**src/rtl/uirq_pkg.sv**
```systemverilog
package uirq_pkg;

    localparam int NSRC   = 4;
    localparam int SRC_RX = 0;
    localparam int SRC_ER = 1;
    localparam int SRC_TX = 2;
    localparam int SRC_MD = 3;
    localparam int TRIG_W = 3;
    localparam int SEL_W  = 2;

    typedef enum logic [SEL_W-1:0] {
        SEL_PEND = 2'd0,
        SEL_SRC  = 2'd1,
        SEL_MASK = 2'd2,
        SEL_RSVD = 2'd3
    } sel_e;

    typedef struct packed {
        logic [NSRC-1:0] src;
        logic [NSRC-1:0] mask;
        logic            irq;
    } irq_state_t;

    function automatic int trig_mult(input int ch);
        case (ch)
            0:       return 32;
            1, 4:    return 8;
            2, 3:    return 2;
            default: return 0;
        endcase
    endfunction

endpackage

```
**src/rtl/uirq_txlvl.sv**
```systemverilog
module uirq_txlvl
    import uirq_pkg::*;
#(
    parameter int CHANNEL = 0,
    parameter int CNT_W   = 8
) (
    input  logic              fifo_en,
    input  logic [TRIG_W-1:0] tx_trig,
    input  logic [CNT_W-1:0]  tx_count,
    output logic              tx_hit
);
    localparam int MULT  = trig_mult(CHANNEL);
    localparam int LVL_W = TRIG_W + 6;
    localparam int CMP_W = ((CNT_W > LVL_W) ? CNT_W : LVL_W) + 1;

    logic [CMP_W-1:0] level;
    logic [CMP_W-1:0] count_x;

    generate
        if (MULT == 0) begin : g_zero
            assign level = '0;
        end else begin : g_scaled
            assign level = CMP_W'(tx_trig) * CMP_W'(MULT);
        end
    endgenerate

    assign count_x = CMP_W'(tx_count);
    assign tx_hit  = fifo_en && (count_x <= level);
endmodule

```
**src/rtl/uirq_wdec.sv**
```systemverilog
module uirq_wdec
    import uirq_pkg::*;
(
    input  logic             wr_en,
    input  logic [SEL_W-1:0] reg_sel,
    input  logic [NSRC-1:0]  wr_data,
    output logic [NSRC-1:0]  clr_src,
    output logic             mask_we
);
    always_comb begin
        clr_src = '0;
        mask_we = 1'b0;
        if (wr_en) begin
            case (sel_e'(reg_sel))
                SEL_PEND, SEL_SRC: clr_src = wr_data;
                SEL_MASK:          mask_we = 1'b1;
                default:           ;
            endcase
        end
    end
endmodule

```
**src/rtl/uirq_ctrl.sv**
```systemverilog
module uirq_ctrl
    import uirq_pkg::*;
#(
    parameter int CHANNEL = 0,
    parameter int CNT_W   = 8
) (
    input  logic             clk,
    input  logic             rst_n,
    input  logic             ev_rx,
    input  logic             ev_err,
    input  logic             ev_tx,
    input  logic             ev_modem,
    input  logic             fifo_en,
    input  logic [2:0]       tx_trig,
    input  logic [CNT_W-1:0] tx_count,
    input  logic             wr_en,
    input  logic [1:0]       reg_sel,
    input  logic [3:0]       wr_data,
    output logic [3:0]       rd_data,
    output logic             irq_o
);
    irq_state_t      st_q, st_d;
    logic [NSRC-1:0] ev_vec;
    logic [NSRC-1:0] set_vec;
    logic [NSRC-1:0] clr_src;
    logic [NSRC-1:0] pend;
    logic            mask_we;
    logic            tx_hit;

    uirq_txlvl #(.CHANNEL(CHANNEL), .CNT_W(CNT_W)) u_txlvl (
        .fifo_en  (fifo_en),
        .tx_trig  (tx_trig),
        .tx_count (tx_count),
        .tx_hit   (tx_hit)
    );

    uirq_wdec u_wdec (
        .wr_en   (wr_en),
        .reg_sel (reg_sel),
        .wr_data (wr_data),
        .clr_src (clr_src),
        .mask_we (mask_we)
    );

    always_comb begin
        ev_vec         = '0;
        ev_vec[SRC_RX] = ev_rx;
        ev_vec[SRC_ER] = ev_err;
        ev_vec[SRC_TX] = ev_tx;
        ev_vec[SRC_MD] = ev_modem;
        set_vec         = ev_vec;
        set_vec[SRC_TX] = ev_tx | tx_hit;
    end

    always_comb begin
        st_d     = st_q;
        st_d.src = (st_q.src & ~clr_src) | set_vec;
        if (mask_we) begin
            st_d.mask = wr_data;
        end
        st_d.irq = |(st_d.src & ~st_d.mask);
    end

    always_ff @(posedge clk or negedge rst_n) begin
        if (!rst_n) begin
            st_q <= '0;
        end else begin
            st_q <= st_d;
        end
    end

    assign pend  = st_q.src & ~st_q.mask;
    assign irq_o = st_q.irq;

    always_comb begin
        case (sel_e'(reg_sel))
            SEL_PEND: rd_data = pend;
            SEL_SRC:  rd_data = st_q.src;
            SEL_MASK: rd_data = st_q.mask;
            default:  rd_data = '0;
        endcase
    end
endmodule

```
**config.mk**
```make
export PLATFORM = sky130hd
export DESIGN_NAME = uirq_ctrl
export DESIGN_NICKNAME = d
export VERILOG_FILES = /design/src/rtl/uirq_pkg.sv /design/src/rtl/uirq_txlvl.sv /design/src/rtl/uirq_wdec.sv /design/src/rtl/uirq_ctrl.sv
export SDC_FILE = /design/constraint.sdc
export NUM_CORES = 1
export LEC_CHECK = 0
export ABC_AREA = 0
export BUFFER_PORTS_ARGS = -buffer_cell sky130_fd_sc_hd__buf_2
export CAP_MARGIN = 20
export CORE_MARGIN = 5
export CORE_UTILIZATION = 42
export DETAILED_ROUTE_END_ITERATION = 7
export PLACE_DENSITY = 0.86
export SETUP_SLACK_MARGIN = 0.15
export SLEW_MARGIN = 30
export SYNTH_ARGS = -nofsm -noshare
export SYNTH_HDL_FRONTEND = slang
export SYNTH_SLANG_ARGS = --single-unit
```
**constraint.sdc**
```tcl
create_clock -name clk -period 1.2 [get_ports clk]
set_clock_uncertainty 0.1 [all_clocks]
set_input_delay 0.12 -clock clk [delete_from_list [all_inputs] [get_ports clk]]
set_output_delay 0.12 -clock clk [all_outputs]
set_load 0.05 [all_outputs]
```
# Yosys cells after proc, flatten, opt, wreduce, memory -nomap -nowiden
# Cells that the tools add are included.
classes:
  n_lt_le_gt_ge: 1
  n_eq_ne: 2
  n_mux: 6
  n_bitwise: 8
  reduce_logical: 4
op_table:
  columns: ["operator", "n"]
  rows:
  - ["4-bit AND", 3]
  - ["4-bit 2-to-1 mux", 3]
  - ["4-bit NOT", 3]
  - ["4-bit case mux with 3 select lines", 1]
  - ["8-bit less-or-equal comparator", 1]
  - ["4-bit bitwise OR", 1]
  - ["4-bit OR reduction", 1]
  - ["2-bit by 1-bit == test with 1-bit output (second input constant)", 1]
  - ["2-bit == test (second input constant)", 1]
  - ["2-bit logical NOT", 1]
  - ["1-bit 2-to-1 mux", 2]
  - ["2-bit OR reduction", 1]
  - ["1-bit logical AND", 1]
  - ["1-bit bitwise OR", 1]
word_totals:
  ff_bits: 9
  in_bits: 25
  out_inout_bits: 5
  word_cells: 24

# Logic depth before layout (Yosys ltp)
logic_depth:
  ltp_word: 9
  depth_mapped: 6
  depth_no_buf: 6

# Hierarchy
# From an unflattened synthesis, not the netlist that was laid out.
hier_totals:
  hier_cells: 63
  hier_area_um2: 575.6
modules_own_cells:
  columns: ["module", "n_inst", "cells_each", "area_each_um2", "seq_area_each_um2"]
  rows:
  - ["uirq_ctrl", 1, 46, 444.2, 225.2]
  - ["uirq_txlvl", 1, 12, 87.6, 0.0]
  - ["uirq_wdec", 1, 5, 43.8, 0.0]

# Worst setup path after synthesis
# OpenSTA, ideal clock, no wires.
synth_timing:
  path_kind: "reg2out"
  from: "register st_q[2] (netlist bit)"
  to: "output rd_data[1]"
  arrival_ns: 1.584
  required_time_ns: 0.980
  slack_ns: -0.604
  stages_incl_launch_ff: 3
  path_buffers: 0
  cell_sequence: "dfrtp_1 inv_1 o31ai_1"
synth_via:
  elab_chain_len: 3
synth_lines:
  columns: ["item", "line", "rtl"]
  rows:
  - ["from (decl)", "uirq_ctrl.sv:22", "irq_state_t st_q, st_d;"]
  - ["from (signal assigned)", "uirq_ctrl.sv:68", "st_q <= st_d;"]
  - ["4-bit NOT", "uirq_ctrl.sv:72", "assign pend = st_q.src & ~st_q.mask;"]
  - ["4-bit AND", "uirq_ctrl.sv:72", null]
  - ["4-bit case mux with 3 select lines (*)", "uirq_ctrl.sv:76", "case (sel_e'(reg_sel))"]
  - ["to (decl)", "uirq_ctrl.sv:19", "output logic [3:0] rd_data,"]
# Mark *: on every way between the ends. The rest lies on a longest branch, timed or not.

# Final worst setup path
# Ends and elaborated chain as after synthesis.

==> results.py <==
metrics = {
    "global_routing": {
        "grt_usage": 0.163,
        "overflow": 0,
        "grt_max_degree": 10,
        "grt_pass1_vias": 566,
        "grt_pass1_wl_um": 2390,
        "antenna_found_initial": 0,
    },
    "clock_tree": {
        "htreeDepth": 1,
        "worstSkewPairLatency_ns": 0.25,
        "cts-hold-fix-buffers": 2,
        "cts.sinks": 9,
        "cts_tree": "done",
        "cts.path.max_buffers": 2,
        "cts_root_buffer": "clkbuf_4",
        "path_clk_slew_ns": 0.06,
        "cts_buffers": 3,
    },
    "pwr": {
        "p_seq_frac": 0.352,
        "ir_worst_vdd_mv": 0.710,
        "clkPwrFrac": 0.217,
        "swShare": 0.342,
        "p_comb_frac": 0.431,
        "p_per_area_nw_per_um2": 1020,
        "internal-power_mw": 0.681,
        "p_total_mw": 1.04,
        "p_switching_mw": 0.354,
        "p_leak_nw": 0.459,
    },
    "setup_path": {
        "timing.rr.end": "irq_o$_DFF_PN0_",
        "reg2reg_slack_ns": 0.09,
        "worstPathRequired_ns": 0.98,
        "r2r_start": "st_q[2]$_DFF_PN0_",
        "crit_type": "flop to output pin",
        "ff2ff_path_depth": 3,
        "arrival_ns": 1.24,
        "cp-end-kind": "output pin",
        "crit_end": "rd_data[1]",
        "start_kind": "flop",
        "crit_path_start": "st_q[2]$_DFF_PN0_",
        "critPathMaxFanout": 2,
    },
    "logic_synthesis": {
        "synth-simple-area-share": 0.196,
        "syn_area_per_cell_um2": 10.3,
        "synthXorXnorAreaFrac": 0,
        "async_reset_ff_frac": 1.00,
        "ys_ff_latch": 9,
        "netlist_area_um2": 548,
        "synth.top_cells.by_count": "9 x dfrtp_1, 9 x inv_1, 5 x a21oi_1",
        "synth_compound_area_frac": 0.174,
        "synth-main-ff-cell": "dfrtp_1",
        "yosys.area.top_type": "dfrtp_1",
        "synth_top_family_by_area": "simple AND/OR/NAND/NOR gates",
        "synth_edf_count": 0,
        "syn-num-nets": 81,
        "yosysSeqAreaShare": 0.411,
        "netlist_instances": 53,
        "synth-warning-count": 0,
        "muxShareOfSynthArea": 0.0890,
        "synth_fa_ha_area_frac": 0.0685,
        "yosys-top-cells-area": "dfrtp_1 41%, ha_1 6.8%, inv_1 6.2%",
        "synth_top_area_frac": 0.411,
        "synthDistinctLibCells": 19,
    },
    "floorplan": {
        "start_util": 0.432,
        "fp.dieW_um": 46.1,
        "die_area_um2": 2130,
        "die_h_um": 46.1,
        "core_um2": 1270,
        "io_pins": 30,
        "num_rows": 13,
    },
    "sta": {
        "period_needed_ns": 1.46,
        "timing_max_transition_violations_final": 0,
        "finalSetupViolations": 4,
        "fin_crit_sh": 1.22,
        "relSlewSlack": 0.796,
        "hold_ws_ns": -0.0171,
        "setup_slack_ns": -0.261,
        "tightest_slew_ns": 0.305,
        "rsz0062_at_grt": "true",
        "fmax_mhz": 684,
        "hold_viol": 2,
    },
    "routing": {
        "antenna_left": 0,
        "routed_wl_um": 1710,
        "post_drt_wl_per_cell_um": 15.4,
        "vias": 587,
        "drtIter0Drc": 3,
        "avgViaCountPerCell": 5.29,
        "drcViolationCount": 0,
        "dr.pass1.iters": 4,
    },
    "layout": {
        "area_growth_pct": 85.2,
        "postLayoutCoreUtil": 0.800,
        "fill_cells": 75,
        "drive_gt1_frac": 0.667,
        "final_nets": 125,
        "n_antenna_cell": 0,
    },
    "outcome": {
        "violations": "negative hold slack, negative setup slack",
        "status": "complete, but fails checks",
    },
    "placed_design": {
        "port_buffers": 29,
        "place.gp.congestion": 0.692,
        "dp_hpwl_um": 1220,
    },
    "min_path": {
        "hold_class": "primary input to flop",
    },
    "job": {
        "maxCapViolations": 0,
    },
}
-- layout make-up --
| class | count | area, um^2 | area share |
|---|---|---|---|
| clock buffers | 4 | 26.3 | 0.0259 |
| inverters | 9 | 43.8 | 0.0432 |
| multi-input cells | 35 | 424 | 0.418 |
| flip-flops and latches | 9 | 225 | 0.222 |
| well taps | 15 | 18.8 | 0.0185 |
| repair buffers | 39 | 277 | 0.273 |
-- registers in the layout, summed over array words and instances (netlist names) --
register,flops
irq_o,1
st_q,8
-- how the worst min path moves through the flow --
stage / start / to / slack (ns) / depth (start not counted)
floorplan: rst_n / irq_o$_DFF_PN0_ / -0.28 / 0
global placement: rst_n / st_q[6]$_DFF_PN0_ / -0.13 / 1
detailed placement: rst_n / st_q[6]$_DFF_PN0_ / -0.12 / 1
CTS: ev_err / st_q[6]$_DFF_PN0_ / -0.04 / 3
global route: ev_rx / st_q[5]$_DFF_PN0_ / -0.02 / 3
finish: ev_rx / st_q[5]$_DFF_PN0_ / -0.02 / 3
-- power by group through the flow --
stage	Combinational [mW]	Sequential (mW)	Clock, mW
final	0.446	0.364	0.224
after detailed placement	0.359	0.363	0
after global routing	0.477	0.367	0.245
after global placement	0.347	0.363	0
after floorplan	0.232	0.371	0
after CTS	0.411	0.359	0.235
-- layout by cell type, fill, tap and decap left out, types with 4 or more instances in the layout --
cell type | synthesis | final
buf_6 | 0 | 5
nand3b_1 | 4 | 4
inv_1 | 9 | 5
dfrtp_1 | 9 | 9
buf_4 | 0 | 8
buf_2 | 0 | 22
-- logic make-up after synthesis --
logic type      after synthesis
compound gates               14
simple gates                 14
buf+inv                       9
flops                         9
mux                           4
fa+ha+maj                     3
-- worst max-delay path: stages (launching register included) --
cell and delay (ns):
dfrtp_1 0.36, inv_2 0.06, o211ai_1 0.28, o31ai_4 0.12
buf_6 0.17
-- metrics by stage --
step                      setup TNS, ns  cell area, um^2  cells  setup slack (ns)
after global routing             -0.923             1010    111            -0.305
after detailed placement         -0.465              855    102            -0.226
after global placement           -0.329              855    102            -0.201
after CTS                        -0.681              951    111            -0.282
final                            -0.726             1010    111            -0.261
after floorplan                 -0.0108              653     53           -0.0108
-- what timing repair did --
action,CTS,global route
endpoints found under the hold margin,12,2
setup buffers,3,0
gates resized for setup,10,13
pin swaps,3,6
setup endpoints to repair,6,7
-- layer usage --
| metal | GRT usage | vias to the layer above | share of wire |
|---|---|---|---|
| met3 | 0.0391 | 6 | 0.035 |
| met2 | 0.266 | 17 | 0.57 |
| met5 | 0 | - | 0 |
| met4 | 0.0909 | 0 | 0.033 |
| met1 | 0.194 | 285 | 0.37 |
| li1 | - | 279 | - |
No activity file was read; power rests on OpenSTA's default activity.
